--- src/rtl/mulcp_pkg.sv ---
// Shared types for the coprocessor multiplier.
// Assumes the variant code equals bits [13:12] of the instruction word.
package mulcp_pkg;

    typedef enum logic [1:0] {
        MV_LO    = 2'b00,   // low word of product
        MV_HI_SS = 2'b01,   // high word, signed x signed
        MV_HI_SU = 2'b10,   // high word, signed x unsigned
        MV_HI_UU = 2'b11    // high word, unsigned x unsigned
    } mul_var_e;

    typedef enum logic [1:0] {
        ST_IDLE = 2'b00,
        ST_RUN  = 2'b01,
        ST_DONE = 2'b10
    } mul_state_e;

endpackage

--- src/rtl/mulcp_decode.sv ---
// Instruction decoder: recognises the multiply encodings and names the variant.
// Purely combinational; assumes the full 32-bit instruction word is presented.
module mulcp_decode
    import mulcp_pkg::*;
(
    input  logic [31:0] insn,
    output logic        match,
    output mul_var_e    variant
);
    localparam logic [6:0] OPC_REG = 7'b0110011;
    localparam logic [6:0] F7_MULDIV = 7'b0000001;

    logic unused_insn_bits;

    // Match opcode and funct7; funct3[2] set would mean a divide, so reject it.
    always_comb begin
        match   = (insn[6:0] == OPC_REG) && (insn[31:25] == F7_MULDIV) && !insn[14];
        variant = mul_var_e'(insn[13:12]);
    end

    assign unused_insn_bits = ^{insn[24:15], insn[11:7]};

endmodule

--- src/rtl/mulcp_ctrl.sv ---
// Handshake controller: claims a decoded instruction, counts loop steps,
// aborts when valid drops, and emits the one-cycle ready pulse.
// Assumes the host holds valid until it sees ready.
module mulcp_ctrl
    import mulcp_pkg::*;
#(
    parameter int LO_STEPS = 32,
    parameter int HI_STEPS = 64
) (
    input  logic clk,
    input  logic rst_n,
    input  logic valid,
    input  logic match,
    input  logic hi_word,
    output logic load,
    output logic step,
    output logic wait_o,
    output logic ready_o
);
    localparam int CNT_W = $clog2(HI_STEPS + 1);

    mul_state_e       state;
    logic [CNT_W-1:0] cnt;

    // Strobes toward the datapath and handshake outputs.
    always_comb begin
        load    = (state == ST_IDLE) && valid && match;
        step    = (state == ST_RUN) && valid;
        wait_o  = (state == ST_RUN);
        ready_o = (state == ST_DONE);
    end

    // State and step counter.
    always_ff @(posedge clk) begin
        if (!rst_n) begin
            state <= ST_IDLE;
            cnt   <= '0;
        end else begin
            case (state)
                ST_IDLE: if (load) begin
                    state <= ST_RUN;
                    cnt   <= hi_word ? CNT_W'(HI_STEPS) : CNT_W'(LO_STEPS);
                end
                ST_RUN: begin
                    if (!valid) begin
                        state <= ST_IDLE;
                        cnt   <= '0;
                    end else begin
                        cnt <= cnt - CNT_W'(1);
                        if (cnt == CNT_W'(1)) state <= ST_DONE;
                    end
                end
                default: state <= ST_IDLE;
            endcase
        end
    end

    // a claimed offer raises wait at the next edge.
    a_r3_claim_raises_wait: assert property (@(posedge clk) disable iff (!rst_n)
        (!wait_o && !ready_o && valid && match) |=> wait_o);
    // with no claimable offer, idle stays idle.
    a_r2_no_claim_stays_idle: assert property (@(posedge clk) disable iff (!rst_n)
        (!wait_o && !ready_o && !(valid && match)) |=> !wait_o);
    // dropping valid mid-loop abandons the work.
    a_r10_abort_to_idle: assert property (@(posedge clk) disable iff (!rst_n)
        (wait_o && !valid) |=> (!wait_o && !ready_o));
    // ready lasts one cycle.
    a_r9_ready_single: assert property (@(posedge clk) disable iff (!rst_n)
        ready_o |=> !ready_o);
    // ready is only reached through a busy period.
    a_r3_ready_after_wait: assert property (@(posedge clk) disable iff (!rst_n)
        $rose(ready_o) |-> $past(wait_o));
    // a running loop always has steps left.
    a_r8_count_live: assert property (@(posedge clk) disable iff (!rst_n)
        wait_o |-> (cnt != '0));

endmodule

--- src/rtl/mulcp_datapath.sv ---
// Shift-and-add datapath: extends operands per variant, accumulates
// STEP_BITS partial products per step, selects low or high product word.
// Assumes XLEN is a multiple of STEP_BITS.
module mulcp_datapath
    import mulcp_pkg::*;
#(
    parameter int XLEN      = 32,
    parameter int STEP_BITS = 1
) (
    input  logic            clk,
    input  logic            rst_n,
    input  logic            load,
    input  logic            step,
    input  mul_var_e        variant,
    input  logic [XLEN-1:0] rs1,
    input  logic [XLEN-1:0] rs2,
    output logic [XLEN-1:0] result
);
    localparam int PW = 2 * XLEN;

    logic [PW-1:0] mcand, mplier, acc, acc_next;
    mul_var_e      var_q;
    logic          a_sign, b_sign;

    // Operand sign extension chosen by variant.
    always_comb begin
        a_sign = rs1[XLEN-1] && ((variant == MV_HI_SS) || (variant == MV_HI_SU));
        b_sign = rs2[XLEN-1] && (variant == MV_HI_SS);
    end

    // Sum of this step's partial products.
    always_comb begin
        acc_next = acc;
        for (int j = 0; j < STEP_BITS; j++) begin
            if (mplier[j]) acc_next = acc_next + (mcand << j);
        end
    end

    // Operand registers and accumulator.
    always_ff @(posedge clk) begin
        if (!rst_n) begin
            mcand  <= '0;
            mplier <= '0;
            acc    <= '0;
            var_q  <= MV_LO;
        end else if (load) begin
            mcand  <= {{XLEN{a_sign}}, rs1};
            mplier <= {{XLEN{b_sign}}, rs2};
            acc    <= '0;
            var_q  <= variant;
        end else if (step) begin
            acc    <= acc_next;
            mcand  <= mcand << STEP_BITS;
            mplier <= mplier >> STEP_BITS;
        end
    end

    // Result word select.
    assign result = (var_q == MV_LO) ? acc[XLEN-1:0] : acc[PW-1:XLEN];

    // loading always clears the accumulator.
    a_r4_load_clears: assert property (@(posedge clk) disable iff (!rst_n)
        load |=> (acc == '0));

endmodule

--- src/rtl/mulcp_unit.sv ---
// Top of the coprocessor multiplier: decoder, controller and datapath.
// Assumes the host keeps operands and instruction stable while valid is high.
module mulcp_unit
    import mulcp_pkg::*;
#(
    parameter int XLEN      = 32,
    parameter int STEP_BITS = 1
) (
    input  logic            clk,
    input  logic            rst_n,
    input  logic            cp_valid,
    input  logic [31:0]     cp_insn,
    input  logic [XLEN-1:0] cp_rs1,
    input  logic [XLEN-1:0] cp_rs2,
    output logic            cp_wr,
    output logic [XLEN-1:0] cp_rd,
    output logic            cp_wait,
    output logic            cp_ready
);
    localparam int LO_STEPS = XLEN / STEP_BITS;
    localparam int HI_STEPS = 2 * XLEN / STEP_BITS;

    logic     match, load, step;
    mul_var_e variant;

    mulcp_decode u_decode (
        .insn    (cp_insn),
        .match   (match),
        .variant (variant)
    );

    mulcp_ctrl #(
        .LO_STEPS (LO_STEPS),
        .HI_STEPS (HI_STEPS)
    ) u_ctrl (
        .clk     (clk),
        .rst_n   (rst_n),
        .valid   (cp_valid),
        .match   (match),
        .hi_word (variant != MV_LO),
        .load    (load),
        .step    (step),
        .wait_o  (cp_wait),
        .ready_o (cp_ready)
    );

    mulcp_datapath #(
        .XLEN      (XLEN),
        .STEP_BITS (STEP_BITS)
    ) u_dp (
        .clk     (clk),
        .rst_n   (rst_n),
        .load    (load),
        .step    (step),
        .variant (variant),
        .rs1     (cp_rs1),
        .rs2     (cp_rs2),
        .result  (cp_rd)
    );

    // Write request accompanies every completion.
    assign cp_wr = cp_ready;

    // reset leaves the handshake quiet.
    a_r1_reset_quiet: assert property (@(posedge clk)
        !rst_n |=> (!cp_wait && !cp_ready && !cp_wr));

endmodule

--- config.mk ---
export PLATFORM = sky130hd
export DESIGN_NAME = mulcp_unit
export DESIGN_NICKNAME = d
export VERILOG_FILES = /design/src/rtl/mulcp_pkg.sv /design/src/rtl/mulcp_decode.sv /design/src/rtl/mulcp_ctrl.sv /design/src/rtl/mulcp_datapath.sv /design/src/rtl/mulcp_unit.sv
export SDC_FILE = /design/constraint.sdc
export NUM_CORES = 1
export LEC_CHECK = 0
export ABC_AREA = 1
export BUFFER_PORTS_ARGS = -buffer_cell sky130_fd_sc_hd__buf_2
export CAP_MARGIN = 20
export CELL_PAD_IN_SITES_DETAIL_PLACEMENT = 1
export CELL_PAD_IN_SITES_GLOBAL_PLACEMENT = 1
export CORE_ASPECT_RATIO = 2
export CORE_MARGIN = 3
export CORE_UTILIZATION = 42
export DETAILED_ROUTE_END_ITERATION = 10
export PLACE_DENSITY_LB_ADDON = 0.1
export SYNTH_ARGS = -nofsm -noshare
export SYNTH_HDL_FRONTEND = slang
export SYNTH_SLANG_ARGS = --single-unit
--- constraint.sdc ---
create_clock -name clk -period 2.4 [get_ports clk]
set_clock_uncertainty 0.1 [all_clocks]
set_input_delay 0.48 -clock clk [delete_from_list [all_inputs] [get_ports clk]]
set_output_delay 0.48 -clock clk [all_outputs]
set_load 0.05 [all_outputs]
==> results_dict.tcl <==
set metrics [dict create \
    outcome "completed" \
    cts_hold_buf 0 \
    final_antenna_net_count 0 \
    grt_overflow 0 \
    cts.clk_slew.worst_paths_ns 0.07 \
    synth_common_cells "nand2_1 (797), inv_1 (436), dfxtp_1 (203)" \
    arrival_ns 1.80 \
    holdWs_ns 0.109 \
    antenna_found_initial 3 \
    grt_max_degree 72 \
    ys_seq_elements 203 \
    finalHoldViolCount 0 \
    synth.area.top_cells "dfxtp_1 (29%), nand2_1 (21%), inv_1 (12%)" \
    grt_usage 0.327 \
    yosysTopAreaCellShare 0.290 \
    io_buffers 118 \
    crit_path_end_kind "primary output" \
    power_leakage_nw 9.21 \
    cp-start-kind "flop" \
    layout.nets 2789 \
    drtIter0Drc 507 \
    tightest_slew_ns 0.671 \
    stdcell_count 3072 \
    min_from "cp_rs1[7]" \
    fmax_ghz 0.420 \
    cts_tree "done" \
    ys_async_sr_fraction 0 \
    min_period_over_period 0.993 \
    pre_cts_ws_ns -0.167 \
    grt_pass1_wl_um 91300 \
    max_cap_violations 0 \
    avgSynthCellArea_um2 5.90 \
    syn_to_final_growth_pct 27.1 \
    wl_met2_um 32200 \
    chipWidth_um 135 \
    synthCells 2376 \
    yosysWarnings 0 \
    synth-edff-count 0 \
    ys_types 36 \
    drcViolationCount 0 \
    tns_ns 0 \
    cts_sinks 203 \
    worst_slack_ns 0.0170 \
    rr_endpoint "u_dp.acc[41]$_SDFFE_PP0P_" \
    dp_hpwl_um 47100 \
    crit_required_ns 1.82 \
    initial_core_util 0.426 \
    period_minus_slack_ns 2.38 \
    max_slew_margin 0.552 \
    yosysSeqAreaShare 0.290 \
    ff2ff_setup_slack_ns 0.04 \
    worstReg2RegStart "u_dp.mcand[21]$_SDFFE_PN0P_" \
    yosysMostFrequentCell "nand2_1" \
    vias 16256 \
    clockRootBuffer "clkbuf_16" \
    place_inst 3028 \
    wire_per_inst_um 19.8 \
    power.density_nw_per_um2 409 \
    route.met3.wl_um 1350 \
    finalSetupViolations 0 \
    synth_area_leader_cell "dfxtp_1" \
    min_path_cells 3 \
    grt_pass1_vias 17639 \
    cp_max_fo 32 \
    die_h_um 264 \
    cts_buffers 21 \
    slew_violations 0 \
    final_layout_size_suffix_gt1_frac 0.189 \
    synth_ff_type "dfxtp_1" \
    ios 134 \
    globalplace.congestion 0.955 \
    rsz0062_at_grt "true" \
    n_fill_cell 4620 \
    peakVddDrop_mv 0.547 \
    first_pass_iters 5 \
    routed_via_density 5.29 \
    synth_nets 2543 \
    clockBufferDepth 3 \
    insertion_delay_ns 0.55 \
    whs_endpoint "u_dp.mcand[7]$_SDFFE_PN0P_" \
    netlist_area_um2 14000 \
    cts_htree_levels 1 \
    ff2ff_path_depth 13 \
    rows 94 \
    core_um2 32900 \
    wl_met1_um 20500 \
    dr.max_layer_used "met4" \
    dieArea_um2 35800 \
    drt_wl_total_um 60800 \
    hold_class "in2reg" \
    critPathKind "reg2out" \
]
-- report_power, final --
group / internal (W) / switching [W] / total [W]
combinational: 0.0000651 / 0.0000995 / 0.000165
clock: 0.00219 / 0.00156 / 0.00376
sequential: 0.00337 / 0.0000000493 / 0.00337
total: 0.00562 / 0.00166 / 0.00729
-- metal layers --
metal | track usage | vias up
li1 | - | 7918
met1 | 0.301 | 7778
met2 | 0.613 | 341
met3 | 0.0291 | 219
met4 | 0.302 | 0
met5 | 0 | -
-- state kept, by name (all words and copies together) (netlist names) --
name	flops
u_ctrl.state	2
u_dp.mcand	64
u_ctrl.cnt	7
u_dp.mplier	64
u_dp.acc	64
u_dp.var_q	2
-- what timing repair did --
| action | 4_1_cts | 5_1_grt |
|---|---|---|
| cloned | 0 | 2 |
| buffers inserted | 0 | 1 |
| resized for setup | 46 | 180 |
| setup endpoints to repair | 52 | 74 |
| pin swaps | 1 | 10 |
-- through the flow --
stage | utilization | area [µm²] | total power [W]
5_1_grt | 0.541 | 17800 | 0.00748
4_1_cts | 0.522 | 17200 | 0.00736
3_5_place_dp | 0.495 | 16300 | 0.00361
2_1_floorplan | - | 14000 | 0.00350
6_report | 0.541 | 17800 | 0.00729
3_3_place_gp | 0.495 | 16300 | 0.00360
-- placed cells by master, fill, tap and decap left out, drive strengths merged, types with 2 or more instances in the layout --
master / n
nand2: 799
inv: 444
buf: 307
o21ai: 206
dfxtp: 203
a21oi: 193
nor2: 138
nand3: 81
ha: 67
a22oi: 36
clkbuf: 28
a31oi: 27
xor2: 18
nor3: 18
o21bai: 14
nand4: 12
xnor2: 10
o21a: 8
o211ai: 6
bufinv: 5
clkinv: 5
nor4: 4
diode: 3
clkinvlp: 2
-- layout make-up --
type / instances / area, µm² / area share
clock buffer: 24 / 547 / 0.0307
multi-input combinational: 1643 / 8480 / 0.475
antenna: 3 / 7.51 / 0.000421
clock inverter: 14 / 211 / 0.0119
timing repair buffer: 311 / 2310 / 0.130
sequential: 203 / 4080 / 0.229
inverter: 442 / 1660 / 0.0931
tap: 432 / 541 / 0.0303
-- worst max path at each step --
stage                                      endpoint  slack, ns                        from
final                                      cp_rd[1]       0.02  u_dp.var_q[1]$_SDFFE_PN0P_
after global placement    u_dp.acc[38]$_SDFFE_PP0P_      -0.12    u_dp.acc[0]$_SDFFE_PP0P_
after CTS                                 cp_rd[16]      -0.06  u_dp.var_q[1]$_SDFFE_PN0P_
after detailed placement  u_dp.acc[36]$_SDFFE_PP0P_      -0.17    u_dp.acc[0]$_SDFFE_PP0P_
after global routing      u_dp.acc[33]$_SDFFE_PP0P_      -0.04    u_dp.acc[6]$_SDFFE_PP0P_
after floorplan                            cp_rd[0]       0.09  u_dp.var_q[1]$_SDFFE_PN0P_
-- logic make-up after synthesis --
kind of cell	count (synthesis)	synth area share
buf+inv	530	0.146
flops	203	0.290
xor+xnor	28	0.0175
fa+ha+maj	68	0.0612
compound gates	493	0.190
simple gates	1054	0.296
-- critical path: stages, from the launching register on --
cell and delay, ns:
dfxtp_1 0.37, nor2_4 0.05, buf_12 0.13, clkbuf_16 0.21, o21ai_1 0.28, buf_6 0.21
Power figures use the tool's default switching activity.
